[src/rtl/sgc_pkg.sv]
package sgc_pkg;

   typedef enum logic [1:0] {
      ST_RUN    = 2'd0,
      ST_DOZE   = 2'd1,
      ST_SETTLE = 2'd2
   } sgc_state_e;

   localparam logic [2:0] CODE_LIGHT = 3'b000;
   localparam logic [2:0] CODE_QUIET = 3'b001;
   localparam logic [2:0] CODE_DEEP  = 3'b011;

   typedef struct packed {
      logic cpu;
      logic flash;
      logic io;
      logic adc;
      logic osc;
   } sgc_gate_t;

   localparam sgc_gate_t GATE_ALL_ON = '{cpu: 1'b1, flash: 1'b1, io: 1'b1, adc: 1'b1, osc: 1'b1};

endpackage

[src/rtl/sgc_mode_decode.sv]
module sgc_mode_decode
   import sgc_pkg::*;
(
   input  logic [2:0] code,
   input  logic       keep_osc,
   output sgc_gate_t  gate,
   output logic       deep
);

   always_comb begin
      gate = '{cpu: 1'b0, flash: 1'b0, io: 1'b1, adc: 1'b1, osc: 1'b1};
      deep = 1'b0;
      case (code)
         CODE_QUIET: begin
            gate.io = 1'b0;
         end
         CODE_DEEP: begin
            gate.io  = 1'b0;
            gate.adc = 1'b0;
            gate.osc = keep_osc;
            deep     = 1'b1;
         end
         default: begin
            deep = 1'b0;
         end
      endcase
   end

endmodule

[src/rtl/sgc_level_filter.sv]
module sgc_level_filter #(
   parameter int LEN = 4
) (
   input  logic clk,
   input  logic rst_n,
   input  logic arm,
   input  logic lvl,
   output logic hit
);

   generate
      if (LEN <= 1) begin : g_direct
         assign hit = arm & lvl;
      end else begin : g_count
         localparam int CW = $clog2(LEN);
         localparam logic [CW-1:0] TOP = CW'(LEN - 1);
         logic [CW-1:0] run_q;

         always_ff @(posedge clk or negedge rst_n) begin
            if (!rst_n) begin
               run_q <= '0;
            end else if (arm && lvl) begin
               run_q <= (run_q == TOP) ? run_q : run_q + 1'b1;
            end else begin
               run_q <= '0;
            end
         end

         assign hit = arm & lvl & (run_q == TOP);
      end
   endgenerate

endmodule

[src/rtl/sgc_wake_timer.sv]
module sgc_wake_timer #(
   parameter int CYC = 16
) (
   input  logic clk,
   input  logic rst_n,
   input  logic run,
   output logic done
);

   generate
      if (CYC == 0) begin : g_none
         assign done = 1'b1;
      end else begin : g_count
         localparam int CW = $clog2(CYC + 1);
         localparam logic [CW-1:0] LIMIT = CW'(CYC);
         logic [CW-1:0] cnt_q;

         always_ff @(posedge clk or negedge rst_n) begin
            if (!rst_n) begin
               cnt_q <= '0;
            end else if (run) begin
               cnt_q <= (cnt_q == LIMIT) ? cnt_q : cnt_q + 1'b1;
            end else begin
               cnt_q <= '0;
            end
         end

         assign done = (cnt_q == LIMIT);
      end
   endgenerate

endmodule

[src/rtl/sgc_sleep_ctrl.sv]
module sgc_sleep_ctrl
   import sgc_pkg::*;
#(
   parameter int WAKE_CYC = 16,
   parameter int FILT_LEN = 4
) (
   input  logic       clk,
   input  logic       rst_n,
   input  logic [2:0] mode_sel,
   input  logic       sleep_req,
   input  logic       int_irq,
   input  logic       ext_irq,
   input  logic       osc_ready,
   input  logic       keep_osc,
   output logic       cpu_clk_en,
   output logic       flash_clk_en,
   output logic       io_clk_en,
   output logic       adc_clk_en,
   output logic       fast_osc_en,
   output logic       wake_pulse
);

   initial begin : p_param_chk
      assert (WAKE_CYC >= 0) else $error("WAKE_CYC must not be negative");
      assert (FILT_LEN >= 1) else $error("FILT_LEN must be at least 1");
   end

   sgc_state_e state_q, state_d;
   logic [2:0] code_q;
   logic       wake_q;
   sgc_gate_t  doze_gate;
   sgc_gate_t  out_gate;
   logic       deep;
   logic       flt_hit;
   logic       settle_done;
   logic       take;

   sgc_mode_decode u_dec (
      .code     (code_q),
      .keep_osc (keep_osc),
      .gate     (doze_gate),
      .deep     (deep)
   );

   sgc_level_filter #(.LEN(FILT_LEN)) u_flt (
      .clk   (clk),
      .rst_n (rst_n),
      .arm   (state_q == ST_DOZE && deep),
      .lvl   (ext_irq),
      .hit   (flt_hit)
   );

   sgc_wake_timer #(.CYC(WAKE_CYC)) u_tmr (
      .clk   (clk),
      .rst_n (rst_n),
      .run   (state_q == ST_SETTLE),
      .done  (settle_done)
   );

   assign take = int_irq | (deep ? flt_hit : ext_irq);

   always_comb begin
      state_d = state_q;
      case (state_q)
         ST_RUN:    if (sleep_req) state_d = ST_DOZE;
         ST_DOZE:   if (take) state_d = deep ? ST_SETTLE : ST_RUN;
         ST_SETTLE: if (settle_done && osc_ready) state_d = ST_RUN;
         default:   state_d = ST_RUN;
      endcase
   end

   always_ff @(posedge clk or negedge rst_n) begin
      if (!rst_n) begin
         state_q <= ST_RUN;
         code_q  <= CODE_LIGHT;
         wake_q  <= 1'b0;
      end else begin
         state_q <= state_d;
         if (state_q == ST_RUN && sleep_req) code_q <= mode_sel;
         wake_q <= (state_q != ST_RUN) && (state_d == ST_RUN);
      end
   end

   always_comb begin
      case (state_q)
         ST_DOZE: out_gate = doze_gate;
         ST_SETTLE: begin
            out_gate     = doze_gate;
            out_gate.osc = 1'b1;
         end
         default: out_gate = GATE_ALL_ON;
      endcase
   end

   assign cpu_clk_en   = out_gate.cpu;
   assign flash_clk_en = out_gate.flash;
   assign io_clk_en    = out_gate.io;
   assign adc_clk_en   = out_gate.adc;
   assign fast_osc_en  = out_gate.osc;
   assign wake_pulse   = wake_q;

endmodule

[config.mk]
export PLATFORM = sky130hd
export DESIGN_NAME = sgc_sleep_ctrl
export DESIGN_NICKNAME = d
export VERILOG_FILES = /design/src/rtl/sgc_pkg.sv /design/src/rtl/sgc_mode_decode.sv /design/src/rtl/sgc_level_filter.sv /design/src/rtl/sgc_wake_timer.sv /design/src/rtl/sgc_sleep_ctrl.sv
export SDC_FILE = /design/constraint.sdc
export NUM_CORES = 1
export LEC_CHECK = 0
export BUFFER_PORTS_ARGS = -buffer_cell sky130_fd_sc_hd__buf_2
export CORE_UTILIZATION = 55
export CTS_BUF_LIST = sky130_fd_sc_hd__clkbuf_4 sky130_fd_sc_hd__clkbuf_8
export DETAILED_ROUTE_END_ITERATION = 6
export HOLD_SLACK_MARGIN = 0.02
export PLACE_DENSITY = 0.78
export SYNTH_ARGS = -nofsm -noshare
export SYNTH_HDL_FRONTEND = slang
export SYNTH_SLANG_ARGS = --single-unit
[constraint.sdc]
create_clock -name clk -period 1.8 [get_ports clk]
set_input_delay 0.36 -clock clk [delete_from_list [all_inputs] [get_ports clk]]
set_output_delay 0.36 -clock clk [all_outputs]
set_load 0.03 [all_outputs]
==> summary.md, run 1 <==
### Final layout
• Inserted Diodes: 0
• proportion of layout cells with a drive suffix above 1: 40.2%
• leading cell type in the layout, fill and taps excluded: dfrtp_1
• top library cells by usage in the layout, fill and taps aside: dfrtp_1 (12), buf_2 (10), buf_6 (6)
• Net count, final: 120
• P&R area growth vs syn: 34.4%
• Final Instance Area: 1060 um2

### Global routing
• largest net degree at the start of global routing: 14
• global-route usage over all layers: 25.3%
• met1 global-route usage: 27.2%
• global-route wire length before repair: 2440 um
• Global Route met2 Usage: 45.5%
• grt total ovfl: 0
• met3 routing resource usage after global routing: 5.11%
• GRT Max-Usage Layer: met2
• initial antenna violation count: 0
• via count of the first global-routing pass: 549

### Worst hold path
• min-delay worst type: in2reg
• hold path depth: 2
• startpoint of the worst hold path: mode_sel[2]
• endpoint of the worst hold path: code_q[2]$_DFFE_PN0P_

### Timing
• final critical-path setup slack: -82.0 ps
• final setup violation count: 4
• Slew HR: 80.3%
• highest clock rate: 0.531 GHz
• post-route fraction of the period consumed by the critical path: 105%
• unrepaired setup endpoints after global routing: true
• Fin. Hold Viols: 0
• transition at the pin with the smallest max-transition slack: 295 ps
• Final Hold Slack: 301 ps
• Setup Total Neg Slack: -158 ps
• maximum clock skew at final layout: 5.62 ps
• post-route minimum period: 1880 ps
• Slew Limit Fails: 0

### Status
• failing checks: setup timing
• result of the run: finished with violations

### Critical path
• crit-path max FO: 2
• crit path buf inv count: 2
• worst flop-to-flop path endpoint: state_q[0]$_DFF_PN0_
• data required time of the worst path: 1440 ps
• worst path cell trace: buf_6, ha_4, nor2_4, o21ai_2, a211o_1, buf_6
• Register-to-Register Path Depth: 7
• cell with the largest stage delay on the worst path: dfrtp_1
• Data arrival, critical path: 1520 ps
• Slowest Stage Delay on Critical Path: 410 ps
• critical path start-end classification: reg2out
• family with the most delay on the worst path: flip-flops
• CP Launch Point: state_q[1]$_DFF_PN0_
• FF-to-FF setup slack: 190 ps
• crit end category: output pin
• number of cells on the critical path: 6
• dominant cell type by count on the critical path: buf_6
• nature of the critical path startpoint: flop
• reg2reg start: state_q[1]$_DFF_PN0_

### Clocking
• worst-skew pair later-pin latency: 280 ps
• clock-pin slew of the registers on the worst-case setup and hold paths: 90 ps
• number of buffers on the longest clock path: 2
• CTS tree: done
• number of clock sinks: 13
• library cell used as clock root buffer: clkbuf_4
• H-Tree Depth: 1
• CTS Buf Count: 3

### Floorplan
• # IOs: 16
• initial cell density of the core: 59.6%
• row cnt: 13
• height of the die: 39.8 um
• Horiz. Die Dim: 39.8 um
• Total Die Area: 1580 um2
• core area: 1320 um2

### Yosys
• largest area contributor in the synthesized netlist: dfrtp_1
• share of the yosys chip area belonging to registers: 41.4%
• share of synthesized cell area in and, or, nand and nor gates: 18.9%
• portion of synthesized cell area occupied by the leading cell type: 41.4%
• synthesized flop and latch total: 13
• complex-gate fraction of the synthesized area: 12.3%
• largest family of logic cells by synthesized area: simple AND/OR/NAND/NOR gates
• synthesized instance count: 76
• Cell Area, Synth: 786 um2
• post-synthesis cell type count: 27
• Post-Synth XOR/XNOR Area: 5.57%
• adder-cell share of the synthesized area: 11.1%
• largest cells by area after synthesis: dfrtp_1 (41%), ha_1 (11%), mux2_2 (4.3%)
• post-synthesis average cell area: 10.3 um2
• net count after synthesis: 93
• share of synthesized area spent on multiplexers: 6.85%
• yosys warns: 0

### Power and ir drop
• Leak: 0.506 nW
• Net Sw Power: 0.000780 W
• Worst VDD drop: 0.00153 V
• switching portion of total power: 43.7%
• PnR Total Power: 0.00178 W
• clock network fraction of total power: 11.6%
• power density over the cells: 1690 nW/um2
• share of power burned in registers: 24.5%
• part of the power in combinational logic: 63.9%
• Pint: 0.00100 W

### Routing
• 1st-pass router iterations: 4
• post-DR vias/cell: 5.52
• initial detailed-routing violation count: 17
• Routed Wire Length: 1780 um
• Routed wire per std cell: 15.2 um
• residual DRC count: 0
• Final ANT Viol Nets: 0
• routed vias: 646

### Placement
• Detail Placement HPWL: 1110 um
• count of input and output buffers: 15
• Placed Instance Area: 891 um2
• final weighted congestion in routability-driven placement: 0.728

### Flow run
• max-capacitance violation count: 0

-- stage by stage --
stage | util, % | worst slack [ps] | cells
2_1_floorplan | - | -3.21 | 76
3_3_place_gp | 67.6 | 114 | 107
3_5_place_dp | 67.6 | 36.4 | 107
4_1_cts | 78.9 | -86.8 | 117
5_1_grt | 80.2 | -123 | 117
6_report | 80.2 | -82.0 | 117
-- what timing repair did --
action	in CTS	in global routing
cloned	0	0
endpoints found under the hold margin	13	0
buffers inserted	5	0
setup endpoints to repair	3	5
resized for setup	17	5
hold buffers	1	0
pin swaps	4	0
-- layout make-up --
cell class | instances | area [um2]
Multi-Input combinational cell | 56 | 483
Sequential cell | 13 | 327
Fill cell | 72 | 262
Timing Repair Buffer | 23 | 173
Clock buffer | 4 | 30.0
Inverter | 6 | 25.0
Tap cell | 15 | 18.8
-- cells in the mapped netlist --
| master | number |
|---|---|
| xnor2_1 | 3 |
| nand3_1 | 3 |
| a211o_1 | 1 |
| nor2_1 | 5 |
| a221o_1 | 1 |
| nor3_1 | 1 |
| a21boi_2 | 1 |
| inv_1 | 6 |
| nand3b_1 | 1 |
| buf_4 | 1 |
| nor2b_1 | 4 |
| a21oi_2 | 1 |
| a21oi_1 | 2 |
| nand2_1 | 3 |
| a311oi_1 | 2 |
| mux2i_1 | 2 |
| and4bb_4 | 1 |
| o21ai_0 | 5 |
| and3b_1 | 1 |
| and2_1 | 4 |
| o21ai_1 | 1 |
| and3b_2 | 1 |
| and3_1 | 1 |
| xor2_1 | 2 |
| dfrtp_1 | 13 |
| ha_1 | 7 |
| mux2_2 | 3 |
-- state kept, by name, indices dropped and copies added (netlist names) --
| register | count |
|---|---|
| wake_pulse | 1 |
| u_flt.g_count.run_q | 2 |
| u_tmr.g_count.cnt_q | 5 |
| code_q | 3 |
| state_q | 2 |
-- worst max path at each step --
stage                              to  slack, ps
final                     fast_osc_en        -80
after global routing      fast_osc_en       -120
after CTS                 fast_osc_en        -90
after detailed placement  fast_osc_en         40
after global placement    fast_osc_en        110
after floorplan           fast_osc_en         -3
-- cell families (layout without fill, tap and decap cells) --
kind of cell    count (synthesis)  in the layout
simple gates                   25             25
compound gates                 14             14
flops                          13             13
fa+ha+maj                       7              7
buf+inv                         7             33
xor+xnor                        5              5
mux                             5              5
-- power groups by stage --
stage | clock network, W | logic, W | registers (W)
after floorplan | 0 | 0.000593 | 0.000441
after CTS | 0.000209 | 0.00106 | 0.000432
after detailed placement | 0 | 0.000788 | 0.000434
after global placement | 0 | 0.000773 | 0.000428
final | 0.000207 | 0.00114 | 0.000438
after global routing | 0.000215 | 0.00119 | 0.000450
-- routing by layer --
layer	share of wire (%)	routed length, um	vias to the layer above
li1	-	-	315
met1	43	774	307
met2	52	919	20
met4	1.2	21	0
met5	0	0	-
met3	3.8	67	4
-- worst register-to-register path, cell delays in order, from the launching register on --
cell	delay [ps]
dfrtp_1	410
buf_6	130
ha_4	160
buf_6	110
buf_4	150
a21boi_2	160
a311oi_1	280
nor3_1	90
(Power assumes the default switching activity.)
==> inputs of run 2 (changes only) <==
--- a/config.mk
+++ b/config.mk
@@ -6,6 +6,7 @@
 export NUM_CORES = 1
 export LEC_CHECK = 0
 export BUFFER_PORTS_ARGS = -buffer_cell sky130_fd_sc_hd__buf_2
+export CORE_MARGIN = 5
 export CORE_UTILIZATION = 55
 export CTS_BUF_LIST = sky130_fd_sc_hd__clkbuf_4 sky130_fd_sc_hd__clkbuf_8
 export DETAILED_ROUTE_END_ITERATION = 6
==> run 2 against run 1 <==
Against the previous run:
- the flow still finishes with violations (setup timing)
- die area is 44% higher
- clock skew is 0.83 ps lower
- sequential share of layout area is 0.71 points higher
- wire length is 1.8% lower
- register-to-register slack worse by 60 ps
- combinational power is 8% lower
- power is 6.2% lower
- via count is 1.4% lower
==> summary.md, run 2 (synthesized netlist as in run 1, its figures left out) <==
### Status
• result of the run: finished with violations
• failing checks: setup timing

### Placement
• count of input and output buffers: 15
• placed insts: 107
• post-placement worst setup slack: 50.2 ps
• final weighted congestion in routability-driven placement: 0.844
• Detail Placement HPWL: 1150 um

### Global routing
• global-route usage over all layers: 19.1%
• via count of the first global-routing pass: 636
• global-route wire length before repair: 2860 um
• largest net degree at the start of global routing: 14
• initial antenna violation count: 0
• grt total ovfl: 0

### Final layout
• top library cells by usage in the layout, fill and taps aside: buf_2 (13), dfrtp_1 (12), buf_4 (6)
• register with the highest flop count: u_tmr.g_count.cnt_q
• Inserted Diodes: 0
• Net count, final: 120
• final cell count without fillers: 117
• proportion of layout cells with a drive suffix above 1: 41.2%
• utilization after layout: 77.4%
• P&R area growth vs syn: 31.4%
• number of flip-flops under the largest register name: 5
• biggest regs: u_tmr.g_count.cnt_q (5), code_q (3)
• leading cell type in the layout, fill and taps excluded: buf_2

### Floorplan
• Horiz. Die Dim: 47.8 um
• initial cell density of the core: 58.9%
• # IOs: 16
• Total Die Area: 2280 um2
• height of the die: 47.8 um
• core area: 1330 um2
• row cnt: 13

### Routing
• initial detailed-routing violation count: 2
• Routed Wire Length: 1750 um
• 1st-pass router iterations: 4
• Final ANT Viol Nets: 0
• routed vias: 637
• post-DR vias/cell: 5.44
• residual DRC count: 0
• Routed wire per std cell: 15.0 um

### Power and ir drop
• PnR Total Power: 0.00167 W
• Leak: 0.497 nW
• power density over the cells: 1620 nW/um2
• Worst VDD drop: 0.00154 V

### Clocking
• number of clock sinks: 13
• CTS tree: done
• CTS Buf Count: 3
• library cell used as clock root buffer: clkbuf_4
• clock-pin slew of the registers on the worst-case setup and hold paths: 80 ps
• number of buffers on the longest clock path: 2
• worst-skew pair later-pin latency: 290 ps
• H-Tree Depth: 1

### Timing
• final critical-path setup slack: -118 ps
• highest clock rate: 0.521 GHz
• Setup Total Neg Slack: -119 ps
• Slew HR: 80.1%
• post-route fraction of the period consumed by the critical path: 107%
• maximum clock skew at final layout: 4.79 ps
• post-route minimum period: 1920 ps
• final setup violation count: 2
• Slew Limit Fails: 0
• transition at the pin with the smallest max-transition slack: 298 ps
• Fin. Hold Viols: 0
• unrepaired setup endpoints after global routing: true

### Critical path
• family with the most delay on the worst path: flip-flops
• crit end category: output pin
• worst path cell trace: inv_2, ha_4, nor2_4, o21ai_2, a211o_1, buf_6
• Data arrival, critical path: 1560 ps
• crit path buf inv count: 2
• data required time of the worst path: 1440 ps
• Slowest Stage Delay on Critical Path: 440 ps
• cell with the largest stage delay on the worst path: dfrtp_1
• critical path start-end classification: reg2out
• nature of the critical path startpoint: flop
• crit-path max FO: 3

### Flow run
• max-capacitance violation count: 0

### Worst hold path
• min-delay worst type: in2reg

[run 2: cell types whose count changed in the layout (fill, tap and decap cells not counted), sizes merged]
| cell | previous run | this run |
|---|---|---|
| clkinv | 0 | 1 |
| clkbuf | 5 | 3 |
| buf | 21 | 22 |
[run 2: routing by layer]
| layer | vias to the layer above | wire, um | GRT usage, % |
|---|---|---|---|
| met1 | 296 | 751 | 21.9 |
| met5 | - | 0 | 0 |
| met3 | 7 | 98 | 6.02 |
| li1 | 320 | - | - |
| met2 | 14 | 863 | 32.5 |
| met4 | 0 | 37 | 8.06 |
[run 2: final cells by class]
type                    instances  area [um2]
fillers                        97         302
multi-input cells              56         483
flip-flops and latches         13         327
clock inverters                 1        5.00
repair buffers                 23         154
clock buffers                   3        22.5
inverters                       6        22.5
well taps                      15        18.8
[run 2: per-stage QoR]
stage	hold WS, ps	area, um2
3_5_place_dp	257	891
4_1_cts	306	1020
5_1_grt	297	1030
2_1_floorplan	64.4	790
6_report	302	1030
3_3_place_gp	263	891
[run 2: worst paths after layout]
check,depth (start not counted),slack (ps),endpoint,start
worst max-delay path,6,-120,fast_osc_en,state_q[0]$_DFF_PN0_
worst min-delay path,2,300,code_q[2]$_DFFE_PN0P_,mode_sel[2]
worst max register to register,7,130,wake_pulse$_DFF_PN0_,state_q[0]$_DFF_PN0_
worst min register to register,1,530,code_q[1]$_DFFE_PN0P_,code_q[1]$_DFFE_PN0P_
max in group asynchronous,2,1050,state_q[1]$_DFF_PN0_,rst_n
min in group asynchronous,2,500,state_q[0]$_DFF_PN0_,rst_n
[run 2: repair_timing]
action	in CTS	in global routing
cloned	0	0
pin swaps	3	0
gates resized for setup	13	3
hold endpoints to repair	13	0
buffers inserted	5	0
hold buffers	1	0
endpoints found under the setup margin	3	3
[run 2: worst register-to-register path: cells and delay by family (launching register included)]
| kind | cells | cell delay (ps) |
|---|---|---|
| buffers and inverters | 3 | 350 |
| adders and majority gates | 1 | 180 |
| DFF | 1 | 440 |
| AOI/OAI and AO/OA | 3 | 620 |
[run 2: report_power, final]
part           switching, W  internal [W]
Clock              0.000102     0.0000827
Sequential        0.0000668      0.000368
Combinational      0.000577      0.000476
